`src/rtl/timer_pkg.sv`:
```
package timer_pkg;
  localparam int unsigned CNT_W  = 16;
  localparam int unsigned BYTE_W = 8;

  localparam logic [1:0] A_CTRL = 2'd0;
  localparam logic [1:0] A_LO   = 2'd1;
  localparam logic [1:0] A_HI   = 2'd2;
  localparam logic [1:0] A_STAT = 2'd3;

  typedef enum logic [1:0] {
    SRC_SYS  = 2'd0,
    SRC_GPIO = 2'd1,
    SRC_RTC  = 2'd2,
    SRC_NONE = 2'd3
  } src_e;
endpackage

```
`src/rtl/timer_prescaler.sv`:
```
module timer_prescaler #(
  parameter int unsigned DIV_STEPS = 4
) (
  input  logic       clk,
  input  logic       rst_n,
  input  logic       run,
  input  logic       clear,
  input  logic [1:0] div_sel,
  output logic       tick
);
  localparam int unsigned PW = 2 * DIV_STEPS;

  logic [PW-1:0] cnt_q, cnt_d;
  logic [PW-1:0] mask;

  always_comb begin
    mask = '0;
    for (int i = 0; i < PW; i++) begin
      if (i < 2 * (int'(div_sel) + 1)) mask[i] = 1'b1;
    end
  end

  assign tick = run && !clear && ((cnt_q & mask) == mask);

  always_comb begin
    cnt_d = cnt_q;
    if (clear)    cnt_d = '0;
    else if (run) cnt_d = cnt_q + 1'b1;
  end

  always_ff @(posedge clk or negedge rst_n) begin
    if (!rst_n) cnt_q <= '0;
    else        cnt_q <= cnt_d;
  end
endmodule

```
`src/rtl/timer_event_sync.sv`:
```
module timer_event_sync #(
  parameter int unsigned SYNC_STAGES = 2
) (
  input  logic clk,
  input  logic rst_n,
  input  logic pin,
  output logic pulse
);
  logic [SYNC_STAGES:0] sync_q;
  logic                 edge_q, pulse_q;
  logic                 edge_c;

  assign edge_c = sync_q[SYNC_STAGES-1] & ~sync_q[SYNC_STAGES];
  assign pulse  = pulse_q;

  always_ff @(posedge clk or negedge rst_n) begin
    if (!rst_n) begin
      sync_q  <= '0;
      edge_q  <= 1'b0;
      pulse_q <= 1'b0;
    end else begin
      sync_q  <= {sync_q[SYNC_STAGES-1:0], pin};
      edge_q  <= edge_c;
      pulse_q <= edge_q;
    end
  end
endmodule

```
`src/rtl/timer_counter.sv`:
```
module timer_counter #(
  parameter int unsigned W = 16
) (
  input  logic         clk,
  input  logic         rst_n,
  input  logic         load,
  input  logic         step,
  input  logic         cont,
  input  logic [W-1:0] reload,
  output logic [W-1:0] count,
  output logic         eoc
);
  logic [W-1:0] cnt_q, cnt_d;
  logic         last;

  assign last  = (cnt_q <= W'(1));
  assign eoc   = step && !load && last;
  assign count = cnt_q;

  always_comb begin
    cnt_d = cnt_q;
    if (load)      cnt_d = reload;
    else if (step) cnt_d = last ? (cont ? reload : '0) : cnt_q - 1'b1;
  end

  always_ff @(posedge clk or negedge rst_n) begin
    if (!rst_n) cnt_q <= '0;
    else        cnt_q <= cnt_d;
  end
endmodule

```
`src/rtl/reload_timer.sv`:
```
module reload_timer
  import timer_pkg::*;
#(
  parameter int unsigned SYNC_STAGES = 2
) (
  input  logic              clk,
  input  logic              rst_n,
  input  logic              wr_en,
  input  logic              rd_en,
  input  logic [1:0]        addr,
  input  logic [BYTE_W-1:0] wr_data,
  output logic [BYTE_W-1:0] rd_data,
  input  logic              gpio_evt,
  input  logic              rtc_evt,
  output logic              irq
);
  localparam int unsigned HALF = CNT_W / 2;

  logic             en_q, en_d, cont_q, cont_d, ie_q, ie_d;
  logic [1:0]       div_q, div_d;
  src_e             src_q, src_d;
  logic [CNT_W-1:0] reload_q, reload_d;
  logic [HALF-1:0]  hold_q, hold_d;
  logic             flag_q, flag_d, rtc_q;

  logic             ctrl_wr, restart, presc_tick, gpio_pulse, rtc_rise, step, eoc;
  logic [CNT_W-1:0] count;

  assign ctrl_wr  = wr_en && (addr == A_CTRL);
  assign restart  = ctrl_wr && wr_data[1];
  assign rtc_rise = rtc_evt && !rtc_q;

  timer_prescaler #(.DIV_STEPS(4)) i_presc (
    .clk(clk), .rst_n(rst_n), .run(en_q && (src_q == SRC_SYS)),
    .clear(ctrl_wr), .div_sel(div_q), .tick(presc_tick)
  );

  timer_event_sync #(.SYNC_STAGES(SYNC_STAGES)) i_sync (
    .clk(clk), .rst_n(rst_n), .pin(gpio_evt), .pulse(gpio_pulse)
  );

  always_comb begin
    case (src_q)
      SRC_SYS:  step = en_q && presc_tick;
      SRC_GPIO: step = en_q && gpio_pulse;
      SRC_RTC:  step = en_q && rtc_rise;
      default:  step = 1'b0;
    endcase
  end

  timer_counter #(.W(CNT_W)) i_cnt (
    .clk(clk), .rst_n(rst_n), .load(restart), .step(step), .cont(cont_q),
    .reload(reload_q), .count(count), .eoc(eoc)
  );

  always_comb begin
    en_d = en_q; cont_d = cont_q; ie_d = ie_q; div_d = div_q; src_d = src_q;
    reload_d = reload_q; hold_d = hold_q; flag_d = flag_q;
    if (eoc && !cont_q) en_d = 1'b0;
    if (ctrl_wr) begin
      en_d   = wr_data[0];
      cont_d = wr_data[2];
      div_d  = wr_data[4:3];
      src_d  = src_e'(wr_data[6:5]);
      ie_d   = wr_data[7];
    end
    if (wr_en && addr == A_LO) reload_d[HALF-1:0]     = wr_data;
    if (wr_en && addr == A_HI) reload_d[CNT_W-1:HALF] = wr_data;
    if (rd_en && addr == A_LO) hold_d = count[CNT_W-1:HALF];
    if (rd_en && addr == A_STAT) flag_d = 1'b0;
    if (eoc) flag_d = 1'b1;
  end

  always_ff @(posedge clk or negedge rst_n) begin
    if (!rst_n) begin
      en_q <= 1'b0; cont_q <= 1'b0; ie_q <= 1'b0; div_q <= '0; src_q <= SRC_SYS;
      reload_q <= '0; hold_q <= '0; flag_q <= 1'b0; rtc_q <= 1'b0;
    end else begin
      en_q <= en_d; cont_q <= cont_d; ie_q <= ie_d; div_q <= div_d; src_q <= src_d;
      reload_q <= reload_d; hold_q <= hold_d; flag_q <= flag_d; rtc_q <= rtc_evt;
    end
  end

  always_comb begin
    case (addr)
      A_CTRL:  rd_data = {ie_q, src_q, div_q, cont_q, 1'b0, en_q};
      A_LO:    rd_data = count[HALF-1:0];
      A_HI:    rd_data = hold_q;
      default: rd_data = {7'd0, flag_q};
    endcase
  end

  assign irq = flag_q && ie_q;
endmodule

```
`config.mk`:
```
export PLATFORM = sky130hd
export DESIGN_NAME = reload_timer
export DESIGN_NICKNAME = d
export VERILOG_FILES = /design/src/rtl/timer_pkg.sv /design/src/rtl/timer_prescaler.sv /design/src/rtl/timer_event_sync.sv /design/src/rtl/timer_counter.sv /design/src/rtl/reload_timer.sv
export SDC_FILE = /design/constraint.sdc
export NUM_CORES = 1
export LEC_CHECK = 0
export BUFFER_PORTS_ARGS = -buffer_cell sky130_fd_sc_hd__buf_2
export CAP_MARGIN = 20
export CORE_MARGIN = 2
export CORE_UTILIZATION = 45
export CTS_CLUSTER_SIZE = 8
export DETAILED_ROUTE_END_ITERATION = 6
export MAX_ROUTING_LAYER = met4
export PLACE_DENSITY = 0.7
export SYNTH_ARGS = -nofsm -noshare
export SYNTH_HDL_FRONTEND = slang
export SYNTH_SLANG_ARGS = --single-unit
```
`constraint.sdc`:
```
create_clock -name clk -period 3.1 [get_ports clk]
set_input_delay 0.62 -clock clk [delete_from_list [all_inputs] [get_ports clk]]
set_output_delay 0.62 -clock clk [all_outputs]
set_load 0.03 [all_outputs]
```
==> summary.txt, run 1 <==
Power and ir drop
  • Max IR drop VDD: 291 uV
  • Gate power share: 0.232
  • Seq pwr share: 0.460
  • Internal: 1.71 mW
  • Pwr dens: 713 mW/mm^2
  • Leak: 1.54 nW
  • Switching share of power: 0.328
  • Clock power share: 0.307
  • Sw Pwr: 0.834 mW

Worst hold path
  • HP Class: reg -> reg

Clock tree
  • Longest Clk Path Bufs: 2
  • Clk Latency, worst-skew pair: 0.34 ns
  • Clock sinks: 62
  • CTS Hold Bufs: 0
  • CTS tree: yes
  • Post-CTS repair timing setup buffer count: 0
  • CTS H-tree depth: 3
  • Clock transition at path regs: 0.07 ns
  • CTS Buf Count: 9
  • Post-CTS Resized: 0
  • Root Driver: clkbuf_8

Route
  • Post-DRT Antenna Nets: 0
  • Iteration-0 DRC Markers: 290
  • Routed wire length: 7370 um
  • Mean number of vias per cell: 5.99
  • Vias: 2461
  • Drt pass-1 iters: 5
  • DRC viols: 0
  • Routed len/inst: 17.9 um

Die
  • Die Height: 87.3 um
  • Initial core utilization: 0.463
  • Die footprint: 0.00763 sq mm
  • Row count: 30
  • Die W: 87.3 um
  • I/O Pins: 25
  • Core Region: 0.00676 sq mm

Place
  • Placer Congestion: 0.899
  • Pre-CTS setup slack: 0.322 ns
  • PortBufs: 24
  • Post-DP HPWL: 5290 um

Timing
  • Max Clock Skew: 0.0125 ns
  • Final hold violation count: 0
  • Final WS setup: 0.269 ns
  • Max Freq: 0.353 GHz
  • Tightest Pin Transition: 0.781 ns
  • Worst hold slack: 0.349 ns
  • Unrepaired setup endpoints after global routing: no
  • TNS Setup: 0 ns
  • Slew HR: 0.480
  • Tcrit/Tclk final: 0.913
  • Count of final max-slew check failures: 0
  • Time the worst path needs with I/O delays and setup: 2.83 ns
  • Final setup fails: 0

Critical path
  • Startpoint types: flop
  • Crit. End Element: flop
  • Critical path fanouts, max: 14
  • Worst Path Class, Setup: reg -> reg
  • CP required: 3.37 ns
  • R2R setup slack: 0.27 ns
  • Worst EP arrival: 3.10 ns

Global route
  • Total global routing overflow: 0
  • Total global-route track usage: 0.220
  • Largest net degree at the start of global routing: 63
  • Antenna violations before repair: 0
  • First-pass GRT wire length: 12500 um
  • Vias in the first global route: 2406

Synth
  • Distinct cells, synth: 49
  • Post-Syn Area per Cell: 10.5 sq um
  • Seq/Total Area, Yosys: 0.496
  • Post-synthesis cell area: 0.00313 sq mm
  • Syn. warnings: 0
  • EDFF count, synth: 0
  • Main synth FF type: dfrtp_1
  • Mapped Cells: 298
  • Syn Nets: 321
  • Post-synth ARST share: 1.00
  • #FFs+latches synth: 62

Layout
  • Share of cells above drive strength 1: 0.242
  • Register area: 0.00155 sq mm
  • Commonest non-fill, non-tap cell in the layout: dfrtp_1
  • Multi-input gate area: 0.00150 sq mm
  • Final nets: 349
  • Most frequent cells in the layout: 62 x dfrtp_1, 36 x nand2_1, 28 x mux2_2
  • Number of fill cells: 593
  • Synth-to-Final Area Change: 14.2%
  • Antenna Cells: 0

Outcome
  • Outcome: complete, no violations

Run
  • Max-cap viol count: 0
kinds of logic after synthesis:
family,count (synthesis),synth area share
flops,62,0.496
buf+inv,20,0.0252
xor+xnor,5,0.0140
compound gates,63,0.141
simple gates,106,0.168
fa+ha+maj,7,0.0280
mux,35,0.127
Yosys cell counts, types with 2 or more instances:
cell / n / area, sq um
dfrtp_1: 62 / 1550
nand2_1: 36 / 135
mux2_2: 28 / 315
nor2_1: 17 / 63.8
o21ai_0: 14 / 70.1
o21ai_1: 12 / 60.1
a21oi_1: 11 / 55.1
nand3_1: 11 / 55.1
clkbuf_1: 10 / 37.5
nor3_1: 9 / 45.0
ha_1: 7 / 87.6
a221o_1: 6 / 60.1
inv_1: 6 / 22.5
mux2i_1: 6 / 60.1
nor4_1: 6 / 37.5
nand4_1: 4 / 25.0
or3_1: 4 / 25.0
xor2_1: 4 / 35.0
a32o_1: 3 / 30.0
and3_1: 3 / 18.8
buf_2: 3 / 15.0
nor2b_1: 3 / 18.8
or4_1: 3 / 22.5
a32oi_1: 2 / 17.5
and2_1: 2 / 12.5
nand3b_1: 2 / 15.0
o31ai_1: 2 / 15.0
flip-flops by register name, indices dropped and copies added, names as in the netlist:
name	count
i_presc.cnt_q	8
hold_q	8
ie_q	1
src_q	2
flag_q	1
i_sync.pulse	1
i_sync.edge_q	1
i_cnt.count	16
cont_q	1
en_q	1
reload_q	16
i_sync.sync_q	3
div_q	2
rtc_q	1
worst max-delay path: stages, from the launching register on:
cell and delay [ns]:
dfrtp_1 0.39, inv_1 0.10, ha_1 0.35, or3b_1 0.44, a2111oi_4 0.37, a32oi_2 0.25
or4_1 0.60, a21oi_1 0.16, a221o_1 0.12
layout make-up:
cell class / instances / area share
Timing Repair Buffer: 31 / 0.0484
Multi-Input combinational cell: 216 / 0.420
Clock buffer: 10 / 0.0386
Tap cell: 80 / 0.0280
Clock inverter: 6 / 0.0238
Sequential cell: 62 / 0.435
Inverter: 6 / 0.00631
worst paths after layout:
check                                              to  cells after the start                  startpoint
max reg2reg                i_cnt.count[7]$_DFFE_PN0P_                      8        src_q[0]$_DFFE_PN0P_
min                        i_sync.sync_q[1]$_DFF_PN0_                      0  i_sync.sync_q[0]$_DFF_PN0_
max                        i_cnt.count[7]$_DFFE_PN0P_                      8        src_q[0]$_DFFE_PN0P_
max in group asynchronous  i_cnt.count[9]$_DFFE_PN0P_                      2                       rst_n
min reg2reg                i_sync.sync_q[1]$_DFF_PN0_                      0  i_sync.sync_q[0]$_DFF_PN0_
min in group asynchronous     reload_q[4]$_DFFE_PN0P_                      2                       rst_n
per-layer routing:
metal  part of all wire  GRT usage  vias up
li1                   -          -     1164
met1               0.48      0.315     1203
met2               0.45      0.309       83
met3              0.056     0.0389       11
met4              0.018     0.0853        0
met5                  0          -        -
power by group through the flow:
| stage | registers [mW] | clock network (mW) | logic (mW) |
|---|---|---|---|
| final | 1.17 | 0.782 | 0.591 |
| after global routing | 1.20 | 0.838 | 0.667 |
| after CTS | 1.17 | 0.799 | 0.591 |
| after detailed placement | 1.18 | 0 | 0.586 |
| after global placement | 1.18 | 0 | 0.575 |
| after floorplan | 1.11 | 0 | 0.458 |
stage by stage:
stage | cell area, sq um | instances | total power, mW | util
global route | 3570 | 411 | 2.70 | 0.528
CTS | 3570 | 411 | 2.56 | 0.528
detailed placement | 3350 | 395 | 1.77 | 0.495
finish | 3570 | 411 | 2.54 | 0.528
floorplan | 3130 | 298 | 1.56 | -
global placement | 3350 | 395 | 1.75 | 0.495
Power figures use the tool's default switching activity.
==> inputs of run 2 (changes only) <==
- SYNTH_HIERARCHICAL: not set -> 1
==> summary.txt, run 2 <==
Die
  • Core Region: 0.00714 sq mm (+5.6%)
  • Row count: 31 (+3.3%)
  • I/O Pins: 25 (unchanged)
  • Die footprint: 0.00795 sq mm (+4.3%)
  • Die W: 89.2 um (+2.1%)
  • Initial core utilization: 0.458 (-0.00502)
  • Die Height: 89.2 um (+2.1%)

Critical path
  • Startpoint types: flop
  • Worst Path Class, Setup: reg -> reg
  • RR Endpoint: i_cnt/count[10]$_DFFE_PN0P_
  • R2R setup slack: 0.29 ns (+0.02 ns)
  • Reg2reg path depth: 11 (+3)
  • Critical path fanouts, max: 5 (-9)
  • Crit. End Element: flop
  • CP required: 3.36 ns (about the same)
  • Worst EP arrival: 3.07 ns (-0.03 ns)
  • RR Startpoint: src_q[1]$_DFFE_PN0P_

Power and ir drop
  • Max IR drop VDD: 388 uV (+34%)
  • Pwr Total: 2.98 mW (+17%)
  • Pwr dens: 796 mW/mm^2 (+12%)
  • Leak: 1.64 nW (+6.2%)

Synth
  • Count leader, synth: dfrtp_1
  • Post-synthesis cell area: 0.00327 sq mm (+4.5%)
  • Post-synth top cells: 62 x dfrtp_1, 30 x mux2_2, 17 x nand2_1, 13 x nor2_1
  • Post-Syn Area per Cell: 11.8 sq um (+12%)
  • Main synth FF type: dfrtp_1
  • Syn Nets: 301 (-6.2%)
  • Share of the synthesized area in the top cell type: 0.475 (-0.0213)
  • EDFF count, synth: 0 (unchanged)
  • Largest area contributor in the netlist: dfrtp_1
  • Mapped Cells: 277 (-7.0%)
  • Synth area leaders: dfrtp_1 48%, mux2_2 10%, mux2i_1 3.7%
  • Post-synth ARST share: 1.00 (unchanged)
  • Syn. warnings: 6 (+6)
  • #FFs+latches synth: 62 (unchanged)
  • Distinct cells, synth: 50 (+2.0%)
  • Seq/Total Area, Yosys: 0.475 (-0.0213)

Timing
  • Max Freq: 0.355 GHz (+0.56%)
  • Unrepaired setup endpoints after global routing: no
  • Slew HR: 0.562 (+0.0824)
  • Final setup fails: 0 (unchanged)
  • Tightest Pin Transition: 0.657 ns (-0.124 ns)
  • Final hold violation count: 0 (unchanged)
  • Max Clock Skew: 0.00507 ns (-0.00738 ns)
  • Count of final max-slew check failures: 0 (unchanged)
  • Time the worst path needs with I/O delays and setup: 2.81 ns (-0.0158 ns)
  • TNS Setup: 0 ns (unchanged)
  • Tcrit/Tclk final: 0.908 (-0.00510)

Clock tree
  • Clock transition at path regs: 0.07 ns (about the same)
  • CTS Buf Count: 9 (unchanged)
  • CTS Hold Bufs: 0 (unchanged)
  • CTS tree: yes
  • Root Driver: clkbuf_8
  • CTS H-tree depth: 3 (unchanged)
  • Clock sinks: 62 (unchanged)
  • Longest Clk Path Bufs: 2 (unchanged)
  • Clk Latency, worst-skew pair: 0.34 ns (about the same)
  • Post-CTS repair timing setup buffer count: 0 (unchanged)

Outcome
  • Outcome: complete, no violations

Global route
  • First-pass GRT wire length: 12000 um (-3.8%)
  • GR met1 Demand/Resource: 0.280 (-0.0351)
  • Met2 GRT Util: 0.322 (+0.0127)
  • Antenna violations before repair: 0 (unchanged)
  • Met3 Use GR: 0.0471 (+0.00823)
  • Total global-route track usage: 0.210 (-0.00954)
  • Busiest grt layer: met2
  • Largest net degree at the start of global routing: 53 (-16%)
  • Total global routing overflow: 0 (unchanged)
  • Vias in the first global route: 2285 (-5.0%)

Route
  • Mean number of vias per cell: 5.66 (-5.5%)
  • Routed wire length: 7280 um (-1.3%)
  • Post-DRT Antenna Nets: 0 (unchanged)
  • DRC viols: 0 (unchanged)
  • Routed len/inst: 17.6 um (-2.0%)
  • Drt pass-1 iters: 4 (-1)
  • Vias: 2342 (-4.8%)
  • Iteration-0 DRC Markers: 173 (-40%)

Place
  • Placed Cells: 398 (+0.76%)
  • Post-DP HPWL: 5370 um (+1.4%)
  • Placer Congestion: 0.889 (-1.1%)
  • PortBufs: 24 (unchanged)

Worst hold path
  • HP Class: in -> async

Run
  • Max-cap viol count: 0 (unchanged)

Layout
  • Synth-to-Final Area Change: 14.8%
  • Most frequent cells in the layout: 62 x dfrtp_1, 30 x mux2_2, 24 x buf_2
  • Share of cells above drive strength 1: 0.321 (+0.0789)
  • Commonest non-fill, non-tap cell in the layout: dfrtp_1
  • Antenna Cells: 0 (unchanged)
  • Final nets: 334 (-4.3%)
  • Number of fill cells: 648 (+9.3%)
  • Non-filler cells, final: 414 (+0.73%)
## run 2: area by class of cell
class	instances	area, sq um	area share
multi-input combinational	197	1640	0.436
sequential	62	1550	0.414
timing repair buffer	34	195	0.0521
clock buffer	9	124	0.0330
tap	99	124	0.0330
clock inverter	7	97.6	0.0260
inverter	6	22.5	0.00601
## run 2: timing repair
item,in CTS,in global routing
hold endpoints to repair,0,0
resized for setup,0,2
endpoints found under the setup margin,0,9
## run 2: worst max-delay path by stage
stage | endpoint | cells after the start | startpoint
6_report | i_cnt/count[10]$_DFFE_PN0P_ | 11 | src_q[1]$_DFFE_PN0P_
5_1_grt | i_cnt/count[10]$_DFFE_PN0P_ | 11 | src_q[1]$_DFFE_PN0P_
4_1_cts | i_cnt/count[10]$_DFFE_PN0P_ | 11 | src_q[1]$_DFFE_PN0P_
3_5_place_dp | i_cnt/count[10]$_DFFE_PN0P_ | 11 | src_q[1]$_DFFE_PN0P_
3_3_place_gp | i_cnt/count[10]$_DFFE_PN0P_ | 9 | wr_en
2_1_floorplan | i_cnt/count[12]$_DFFE_PN0P_ | 10 | addr[1]
## run 2: kinds of logic (layout without fill, tap and decap cells)
kind of cell / Yosys count / after routing / share of synthesized area
buf+inv: 18 / 56 / 0.0303
flops: 62 / 62 / 0.475
simple gates: 83 / 83 / 0.167
compound gates: 46 / 46 / 0.104
xor+xnor: 17 / 17 / 0.0456
fa+ha+maj: 8 / 8 / 0.0307
mux: 43 / 43 / 0.147
## run 2: critical path: stages (launching register included)
cell,delay (ns)
dfrtp_1,0.43
inv_1,0.10
ha_1,0.13
and2_1,0.14
nand2_1,0.06
a2111oi_1,0.38
nor2_1,0.13
a2111oi_4,0.38
inv_1,0.16
or4_1,0.50
xor2_1,0.15
o21ai_0,0.16
## run 2: layer usage
layer  vias up  wire length, um
met2        50             3520
met3         8              330
met5         -                0
met1      1189             3310
met4         0              114
li1       1095                -
## run 2: power breakdown
group | internal, mW | switching, mW | leakage [nW]
Clock | 0.455 | 0.331 | 0.106
Combinational | 0.428 | 0.462 | 0.760
Sequential | 1.02 | 0.287 | 0.770
Total | 1.90 | 1.08 | 1.64
## run 2: through the flow
step                instance area (sq um)   util  hold slack, ns  worst slack, ns
CTS                                  3740  0.523           0.135            0.230
global placement                     3510  0.492           0.332            0.331
global route                         3750  0.525           0.149           0.0687
detailed placement                   3510  0.492           0.336            0.242
floorplan                            3270      -           0.324            0.173
finish                               3750  0.525           0.136            0.285
==> inputs of run 3 (changes only) <==
- HOLD_SLACK_MARGIN: not set -> 0.1
- SETUP_SLACK_MARGIN: not set -> 0.4
==> summary.txt, run 3 (synthesis gave the netlist of run 2 again) <==
Outcome
  • Outcome: complete, no violations

Global route
  • Vias in the first global route: 2274 (-0.48%)
  • Total global-route track usage: 0.214 (+0.00367)
  • First-pass GRT wire length: 12100 um (+0.52%)
  • Total global routing overflow: 0 (unchanged)
  • Antenna violations before repair: 0 (unchanged)
  • Largest net degree at the start of global routing: 38 (-28%)

Power and ir drop
  • Leak: 1.64 nW (+0.15%)
  • Pwr dens: 794 mW/mm^2 (-0.22%)
  • Max IR drop VDD: 268 uV (-31%)

Critical path
  • Reg2reg path depth: 11 (unchanged)
  • Worst EP arrival: 1.99 ns (-1.08 ns)
  • Worst Path Class, Setup: in -> out
  • Crit. End Element: output port
  • Startpoint types: input port
  • Peak per-stage delay on the critical path: 0.56 ns (+0.06 ns)
  • Most frequent CP cell: buf_2
  • RR Startpoint: src_q[0]$_DFFE_PN0P_
  • Slowest CP cell: nor2b_1
  • CP Launch Point: addr[0]
  • CP Cell Sequence: buf_2 -> buf_4 -> nor2b_1 -> o2bb2ai_1 -> buf_2
  • CP required: 2.48 ns (-0.88 ns)
  • Critical path fanouts, max: 14 (+9)

Route
  • Wire length on met3: 464 um (+41%)
  • Vias: 2363 (+0.90%)
  • Iteration-0 DRC Markers: 182 (+5.2%)
  • Mean number of vias per cell: 5.72 (+1.1%)
  • DRC viols: 0 (unchanged)
  • Drt pass-1 iters: 4 (unchanged)
  • Routed length on met2: 3600 um (+2.3%)
  • Max Used Layer: met4
  • Post-DRT Antenna Nets: 0 (unchanged)
  • Routed wire length: 7620 um (+4.7%)
  • Routed len/inst: 18.5 um (+5.0%)
  • Met1 WL: 3470 um (+4.8%)

Die
  • I/O Pins: 25 (unchanged)
  • Row count: 31 (unchanged)
  • Die footprint: 0.00795 sq mm (unchanged)
  • Core Region: 0.00714 sq mm (unchanged)
  • Die W: 89.2 um (unchanged)
  • Initial core utilization: 0.458 (unchanged)
  • Die Height: 89.2 um (unchanged)

Layout
  • Register area: 0.00155 sq mm (unchanged)
  • Commonest non-fill, non-tap cell in the layout: dfrtp_1
  • Final nets: 333 (-0.30%)
  • Number of fill cells: 662 (+2.2%)
  • Share of cells above drive strength 1: 0.334 (+0.0138)
  • Multi-input gate area: 0.00165 sq mm (+0.69%)
  • Synth-to-Final Area Change: 15.1%
  • Antenna Cells: 0 (unchanged)
  • Most frequent cells in the layout: 62 x dfrtp_1, 30 x mux2_2, 24 x buf_2

Timing
  • Unrepaired setup endpoints after global routing: yes
  • Count of final max-slew check failures: 0 (unchanged)
  • Tcrit/Tclk final: 0.841 (-0.0666)
  • Time the worst path needs with I/O delays and setup: 2.61 ns (-0.206 ns)
  • Final hold violation count: 0 (unchanged)
  • TNS Setup: 0 ns (unchanged)
  • Max Freq: 0.383 GHz (+7.9%)
  • Final setup fails: 0 (unchanged)
  • Tightest Pin Transition: 0.641 ns (-0.0157 ns)
  • Max Clock Skew: 0.00849 ns (+0.00342 ns)
  • Final WS setup: 0.491 ns (+0.206 ns)
  • Slew HR: 0.572 (+0.00956)

Clock tree
  • CTS Buf Count: 9 (unchanged)
  • Clock sinks: 62 (unchanged)
  • Clk Latency, worst-skew pair: 0.35 ns (about the same)
  • CTS tree: yes
  • CTS H-tree depth: 3 (unchanged)
  • Root Driver: clkbuf_8
  • Clock transition at path regs: 0.07 ns (about the same)
  • Longest Clk Path Bufs: 2 (unchanged)

Place
  • Post-DP HPWL: 5370 um (+0.11%)
  • Pre-CTS setup slack: 0.380 ns (+0.138 ns)
  • PortBufs: 24 (unchanged)
  • Placer Congestion: 0.991 (+11%)

Run
  • Max-cap viol count: 0 (unchanged)

Worst hold path
  • HP Class: in -> async
## run 3: cell count changes in the layout (fill, tap and decap cells not counted), sizes merged
cell / before / now
buf: 34 / 33
clkbuf: 9 / 12
inv: 7 / 6
clkinvlp: 2 / 0
## run 3: power by group
part	internal [mW]	total, mW	switching, mW	leakage [nW]
logic	0.425	0.887	0.462	0.758
clock network	0.472	0.781	0.309	0.110
registers	1.02	1.32	0.295	0.770
## run 3: worst paths after layout
kind | slack (ns) | end
worst max-delay path | 0.49 | rd_data[6]
worst min-delay path | 0.28 | reload_q[7]$_DFFE_PN0P_
worst max register to register | 0.57 | i_cnt/count[12]$_DFFE_PN0P_
worst min register to register | 0.35 | i_sync/sync_q[1]$_DFF_PN0_
max in group asynchronous | 2.20 | i_cnt/count[13]$_DFFE_PN0P_
min in group clk | 0.35 | i_sync/sync_q[1]$_DFF_PN0_
## run 3: critical path: cells and delay by family
kind,cells,cell delay [ns]
AO/OA/AOI/OAI,1,0.23
AND/OR/NAND/NOR,1,0.56
buffers and inverters,3,0.57
## run 3: metal layers
metal / global-route usage / vias up
met5: - / -
met4: 0.0882 / 0
met3: 0.0508 / 9
met2: 0.314 / 76
met1: 0.284 / 1183
li1: - / 1095
## run 3: final cells by class
cell class / instances / area share
flip-flops and latches: 62 / 0.413
clock inverters: 4 / 0.0186
well taps: 99 / 0.0329
repair buffers: 33 / 0.0532
multi-input cells: 197 / 0.438
clock buffers: 12 / 0.0386
inverters: 6 / 0.00599
## run 3: stage by stage
step,cells,utilization,hold slack [ns],area (sq um),power [mW]
after floorplan,277,-,0.324,3280,1.93
after global placement,396,0.493,0.333,3520,2.17
after detailed placement,396,0.493,0.336,3520,2.19
after CTS,413,0.524,0.298,3740,2.98
after global routing,413,0.527,0.325,3760,3.15
final,413,0.527,0.278,3760,2.99
## run 3: timing repair
item	in CTS	in global routing
cloned	0	0
hold endpoints to repair	0	0
resized for setup	1	7
setup endpoints to repair	3	16
pin swaps	0	1
setup buffers	1	0
hold buffers	0	0
